--- config.mk ---
export PLATFORM = sky130hd
export DESIGN_NAME = xbus_wait_ctrl
export DESIGN_NICKNAME = d
export VERILOG_FILES = /design/src/rtl/xbus_pkg.sv /design/src/rtl/xbus_area_sel.sv /design/src/rtl/xbus_wait_cnt.sv /design/src/rtl/xbus_seq_fsm.sv /design/src/rtl/xbus_wait_ctrl.sv
export SDC_FILE = /design/constraint.sdc
export NUM_CORES = 1
export LEC_CHECK = 0
export BUFFER_PORTS_ARGS = -buffer_cell sky130_fd_sc_hd__buf_2
export CORE_MARGIN = 2
export CORE_UTILIZATION = 45
export CTS_CLUSTER_DIAMETER = 50
export DETAILED_ROUTE_END_ITERATION = 7
export HOLD_SLACK_MARGIN = 0.05
export PLACE_DENSITY = 0.77
export SYNTH_ARGS = -nofsm -noshare
export SYNTH_HDL_FRONTEND = slang
export SYNTH_SLANG_ARGS = --single-unit
--- constraint.sdc ---
create_clock -name clk -period 2.4 [get_ports clk]
set_clock_uncertainty 0.1 [all_clocks]
set_input_delay 0.48 -clock clk [delete_from_list [all_inputs] [get_ports clk]]
set_output_delay 0.48 -clock clk [all_outputs]
set_load 0.05 [all_outputs]
--- src/rtl/xbus_pkg.sv ---
package xbus_pkg;

    localparam int XB_DATA_W = 16;
    localparam int XB_WSEL_W = 3;
    localparam int XB_CFG_W  = XB_WSEL_W + 3;

    // Area configuration word, bit 5 down to bit 0
    typedef struct packed {
        logic                 idle;
        logic                 recov;
        logic                 swait;
        logic [XB_WSEL_W-1:0] wsel;
    } xb_cfg_t;

    typedef enum logic [2:0] {
        ST_IDLE   = 3'd0,
        ST_SETUP  = 3'd1,
        ST_STROBE = 3'd2,
        ST_RECOV  = 3'd3,
        ST_REST   = 3'd4
    } xb_state_e;

endpackage

--- src/rtl/xbus_area_sel.sv ---
module xbus_area_sel
    import xbus_pkg::*;
#(
    parameter int N_AREA = 4,
    parameter int ADDR_W = 24
) (
    input  logic [ADDR_W-1:0]          addr,
    input  logic [N_AREA*XB_CFG_W-1:0] cfg_flat,
    output xb_cfg_t                    cfg,
    output logic [N_AREA-1:0]          cs_sel
);
    localparam int AREA_W = $clog2(N_AREA);

    logic [AREA_W-1:0] area;
    xb_cfg_t           cfg_arr [N_AREA];

    assign area = addr[ADDR_W-1 -: AREA_W];

    for (genvar i = 0; i < N_AREA; i++) begin : g_area
        assign cfg_arr[i] = cfg_flat[i*XB_CFG_W +: XB_CFG_W];
        assign cs_sel[i]  = (area == AREA_W'(i));
    end

    assign cfg = cfg_arr[area];

endmodule

--- src/rtl/xbus_wait_cnt.sv ---
module xbus_wait_cnt #(
    parameter int W = 3
) (
    input  logic         clk,
    input  logic         rst_n,
    input  logic         load,
    input  logic [W-1:0] load_val,
    input  logic         dec,
    output logic         zero
);
    logic [W-1:0] cnt;

    always_ff @(posedge clk or negedge rst_n) begin
        if (!rst_n) begin
            cnt <= '0;
        end else if (load) begin
            cnt <= load_val;
        end else if (dec && cnt != '0) begin
            cnt <= cnt - 1'b1;
        end
    end

    assign zero = (cnt == '0);

endmodule

--- src/rtl/xbus_seq_fsm.sv ---
module xbus_seq_fsm
    import xbus_pkg::*;
(
    input  logic                 clk,
    input  logic                 rst_n,
    input  logic                 start,
    input  xb_cfg_t              cfg_in,
    input  xb_cfg_t              cfg_q,
    input  logic                 we_q,
    input  logic                 cnt_zero,
    input  logic                 wait_n,
    output logic                 ready,
    output logic                 in_cyc,
    output logic                 strobe,
    output logic                 cnt_load,
    output logic                 cnt_dec,
    output logic [XB_WSEL_W-1:0] cnt_val,
    output logic                 finish,
    output logic                 done
);
    xb_state_e state, nxt;
    logic      rest_due;

    assign rest_due = !we_q && cfg_q.idle;

    // state register
    always_ff @(posedge clk or negedge rst_n) begin
        if (!rst_n) begin
            state <= ST_IDLE;
            done  <= 1'b0;
        end else begin
            state <= nxt;
            done  <= finish;
        end
    end

    // transitions
    always_comb begin
        nxt    = state;
        finish = 1'b0;
        unique case (state)
            ST_IDLE: begin
                if (start) nxt = cfg_in.swait ? ST_SETUP : ST_STROBE;
            end
            ST_SETUP: nxt = ST_STROBE;
            ST_STROBE: begin
                if (cnt_zero && wait_n) begin
                    finish = 1'b1;
                    if (cfg_q.recov)   nxt = ST_RECOV;
                    else if (rest_due) nxt = ST_REST;
                    else               nxt = ST_IDLE;
                end
            end
            ST_RECOV: nxt = rest_due ? ST_REST : ST_IDLE;
            ST_REST:  nxt = ST_IDLE;
            default:  nxt = ST_IDLE;
        endcase
    end

    // outputs
    always_comb begin
        ready    = (state == ST_IDLE);
        in_cyc   = (state == ST_SETUP) || (state == ST_STROBE);
        strobe   = (state == ST_STROBE);
        cnt_load = (nxt == ST_STROBE) && (state != ST_STROBE);
        cnt_dec  = (state == ST_STROBE);
        cnt_val  = (state == ST_IDLE) ? cfg_in.wsel : cfg_q.wsel;
    end

endmodule

--- src/rtl/xbus_wait_ctrl.sv ---
module xbus_wait_ctrl
    import xbus_pkg::*;
#(
    parameter int N_AREA = 4,
    parameter int ADDR_W = 24
) (
    input  logic                          clk,
    input  logic                          rst_n,
    input  logic                          req_valid,
    output logic                          req_ready,
    input  logic                          req_we,
    input  logic [ADDR_W-1:0]             req_addr,
    input  logic [XB_DATA_W/8-1:0]        req_be,
    input  logic [XB_DATA_W-1:0]          req_wdata,
    output logic                          rsp_done,
    output logic [XB_DATA_W-1:0]          rsp_rdata,
    input  logic [N_AREA*XB_CFG_W-1:0]    area_cfg,
    input  logic                          byte_sep,
    output logic [ADDR_W-1:0]             bus_addr,
    output logic [N_AREA-1:0]             bus_cs_n,
    output logic                          bus_rd_n,
    output logic                          bus_wr_n,
    output logic                          bus_bhe_n,
    output logic                          bus_ble_n,
    input  logic                          bus_wait_n,
    input  logic [XB_DATA_W-1:0]          bus_din,
    output logic [XB_DATA_W-1:0]          bus_dout,
    output logic                          bus_doe
);
    localparam int BE_W = XB_DATA_W / 8;

    xb_cfg_t                cfg_in, cfg_q;
    logic [N_AREA-1:0]      cs_sel, cs_sel_q;
    logic [ADDR_W-1:0]      addr_q;
    logic [BE_W-1:0]        be_q;
    logic [XB_DATA_W-1:0]   wdata_q, rdata_q;
    logic                   we_q, start;
    logic                   in_cyc, strobe, lanes_on;
    logic                   cnt_load, cnt_dec, cnt_zero, finish;
    logic [XB_WSEL_W-1:0]   cnt_val;

    xbus_area_sel #(.N_AREA(N_AREA), .ADDR_W(ADDR_W)) u_sel (
        .addr     (req_addr),
        .cfg_flat (area_cfg),
        .cfg      (cfg_in),
        .cs_sel   (cs_sel)
    );

    xbus_wait_cnt #(.W(XB_WSEL_W)) u_cnt (
        .clk      (clk),
        .rst_n    (rst_n),
        .load     (cnt_load),
        .load_val (cnt_val),
        .dec      (cnt_dec),
        .zero     (cnt_zero)
    );

    xbus_seq_fsm u_fsm (
        .clk      (clk),
        .rst_n    (rst_n),
        .start    (start),
        .cfg_in   (cfg_in),
        .cfg_q    (cfg_q),
        .we_q     (we_q),
        .cnt_zero (cnt_zero),
        .wait_n   (bus_wait_n),
        .ready    (req_ready),
        .in_cyc   (in_cyc),
        .strobe   (strobe),
        .cnt_load (cnt_load),
        .cnt_dec  (cnt_dec),
        .cnt_val  (cnt_val),
        .finish   (finish),
        .done     (rsp_done)
    );

    assign start = req_valid && req_ready;

    // request capture
    always_ff @(posedge clk or negedge rst_n) begin
        if (!rst_n) begin
            addr_q   <= '0;
            be_q     <= '0;
            wdata_q  <= '0;
            we_q     <= 1'b0;
            cs_sel_q <= '0;
            cfg_q    <= '0;
        end else if (start) begin
            addr_q   <= req_addr;
            be_q     <= req_be;
            wdata_q  <= req_wdata;
            we_q     <= req_we;
            cs_sel_q <= cs_sel;
            cfg_q    <= cfg_in;
        end
    end

    // read data capture on the closing edge of the last strobe clock
    always_ff @(posedge clk or negedge rst_n) begin
        if (!rst_n)                rdata_q <= '0;
        else if (finish && !we_q)  rdata_q <= bus_din;
    end

    // pin formation
    always_comb begin
        lanes_on  = byte_sep ? in_cyc : strobe;
        bus_addr  = addr_q;
        bus_cs_n  = in_cyc ? ~cs_sel_q : '1;
        bus_rd_n  = !(strobe && !we_q);
        bus_wr_n  = !(strobe && we_q);
        bus_bhe_n = !(lanes_on && be_q[1]);
        bus_ble_n = !(lanes_on && be_q[0]);
        bus_doe   = in_cyc && we_q;
        bus_dout  = wdata_q;
        rsp_rdata = rdata_q;
    end

endmodule

==> impl_metrics.yaml <==
global_route:
  grt-ovfl-total: 0
  grt_usage_pct: 18.1
  grt_max_degree: 40
  antenna_found_initial: 0
  grt_pass1_vias: 2413
  grt_pass1_wl_um: 11600
clock_tree:
  cts_root_buf: "clkbuf_8"
  cts_max_path_buffers: 2
  clkTransAtPathRegs_ns: 0.08
  cts_num_sinks: 75
  clkLatencyLatePin_ns: 0.33
  cts_buffers: 9
  htreeDepth: 3
  cts_tree: "yes"
route:
  first_iter_violations: 48
  firstDrtPassIters: 4
  drtAntennaViolNets: 0
  drc: 0
  vias_per_cell: 4.78
  dr_total_vias: 2285
  wl_um: 7010
  drt-wirelength-per-cell_um: 14.7
place:
  io_buffers: 154
  hpwlAfterDp_um: 5320
  gp_congestion: 0.756
worst_setup_path:
  worstPathMaxFanout: 8
  cp.arrival_ns: 1.62
  reg2reg_slack_ns: 0.54
  critPathKind: "reg2out"
  endpoint_kind: "output pin"
  crit_required_ns: 1.82
  cp-start-kind: "register"
timing:
  fin_setup_tns_ns: 0
  slew_headroom_pct: 63.1
  final.period_utilization_pct: 91.6
  rsz0062_at_grt: "false"
  tightest_slew_ns: 0.553
  max_freq_ghz: 0.455
  final_hold_viol_count: 0
  setup_viol: 0
  min_period_ns: 2.20
  drv_slew: 0
finish:
  syn_to_final_growth_pct: 31.8
  drive_gt1_share_pct: 64.6
  final_cell_mix: "buf_2 (153), dfrtp_1 (75), mux2_2 (33), mux2_4 (33), nand2_1 (14)"
  final_nets: 464
  fillCellCount: 605
  diodes: 0
  final_common_cell: "buf_2"
floorplan:
  rows: 31
  coreArea_um2: 7210
  die_h_um: 90.2
  start_util_pct: 46.4
  fp.dieArea_um2: 8140
  die_w_um: 90.2
  io-pin-count: 155
yosys:
  ys_seq_area_share_pct: 56.1
  synth_cell_type_count: 30
  syn_area_um2: 3350
  synthCells: 214
  syn-num-nets: 304
  syn_area_per_cell_um2: 15.6
  ys_ff_latch: 75
  yosysWarnings: 0
power:
  finalPower_mw: 7.40
  p_per_area_nw_per_um2: 1680
  ir_worst_vdd_mv: 1.14
  p_leak_nw: 2.28
flow_run:
  drv_cap: 0
worst_hold_path:
  hold_path.class: "in2reg"
run_status:
  status: "completed"
[sequential cells by signal (all words and copies together) (netlist names)]
name / flops
be_q: 2
cfg_q: 5
we_q: 1
cs_sel_q: 4
bus_dout: 16
rsp_rdata: 16
u_fsm.done: 1
u_fsm.state: 3
bus_addr: 24
u_cnt.cnt: 3
[report_power, final]
part | switching (mW) | total [mW] | internal (mW)
combinational | 2.84 | 4.22 | 1.38
sequential | 0.354 | 2.25 | 1.89
clock | 0.458 | 0.938 | 0.480
total | 3.65 | 7.40 | 3.76
[cells in the mapped netlist]
cell       n  share of area (%)
nor2_1     5               0.56
o31ai_1    1               0.22
a32o_1     1               0.30
mux2i_1    6                1.8
buf_2      3               0.45
inv_1      3               0.34
mux4_2     2                1.3
o21a_1     1               0.22
nor3b_1    1               0.22
nor3_4     2               0.97
and2_1     1               0.19
dfrtp_1   75                 56
o21ai_0    5               0.75
clkbuf_1   1               0.11
mux2_2    33                 11
ha_1       2               0.75
mux4_1     4                3.1
nand3b_1   2               0.45
buf_4      1               0.22
nand2_1   14                1.6
xnor2_1    1               0.26
nor2b_1    1               0.19
nor4bb_1   1               0.30
nand2b_1   4               0.75
a21oi_1    2               0.30
nand2_2    1               0.19
buf_6      6                2.0
mux2_4    33                 15
or2b_1     1               0.22
o21ai_1    1               0.15
[cell families (layout without fill, tap and decap cells)]
family,count (synthesis),in the layout,share of synthesized area [%]
AO/OA/AOI/OAI,11,11,1.94
XOR/XNOR,1,1,0.262
adder cells (fa/ha/maj),2,2,0.748
buffers and inverters,14,179,3.14
flip-flops,75,75,56.1
multiplexers,78,78,32.2
AND/OR/NAND/NOR,33,33,5.61
[layer usage]
layer | share of wire, % | vias up | GRT usage [%]
li1 | - | 1074 | -
met1 | 43 | 1079 | 22.9
met2 | 47 | 119 | 29.3
met3 | 8.5 | 13 | 5.11
met4 | 1.8 | 0 | 7.69
met5 | 0 | - | 0
[stage by stage]
step	utilization, %	worst slack (ns)	hold WS (ns)	std cells	instance area, µm²
5_1_grt	61.1	0.0282	0.248	478	4410
4_1_cts	61.1	0.180	0.243	478	4410
2_1_floorplan	-	0.340	0.0844	214	3350
3_5_place_dp	58.3	0.329	0.378	461	4200
3_3_place_gp	58.3	0.333	0.364	461	4200
6_report	61.1	0.202	0.267	478	4410
[worst paths after layout]
path	end	cells after the start	start
worst min register to register	cs_sel_q[2]$_DFFE_PN0N_	2	cs_sel_q[2]$_DFFE_PN0N_
max in group asynchronous	cfg_q[2]$_DFFE_PN0N_	3	rst_n
worst min-delay path	bus_addr[2]$_DFFE_PN0N_	2	req_addr[2]
min in group asynchronous	bus_dout[7]$_DFFE_PN0N_	2	rst_n
worst max-delay path	bus_cs_n[1]	5	u_fsm.state[0]$_DFF_PN0_
worst max register to register	bus_addr[14]$_DFFE_PN0N_	4	u_fsm.state[2]$_DFF_PN0_
[area by class of cell]
class	count	area [µm²]	area share (%)
Clock buffer	10	128	2.90
Clock inverter	6	66.3	1.50
Inverter	3	11.3	0.255
Multi-Input combinational cell	125	1370	31.1
Sequential cell	75	1880	42.6
Tap cell	99	124	2.81
Timing Repair Buffer	160	833	18.9
[timing repair]
action / 4_1_cts / 5_1_grt
gates resized for setup: 0 / 0
hold buffers: 1 / 0
setup buffers: 0 / 0
hold endpoints to repair: 38 / 0
[critical path, stage by stage, from the launching register on]
cell and delay, ns:
dfrtp_1 0.48, nand2b_1 0.20, a21oi_1 0.17, buf_4 0.17, nand2_1 0.06, buf_2 0.21
Note: power is estimated with default switching activity, not from simulation.
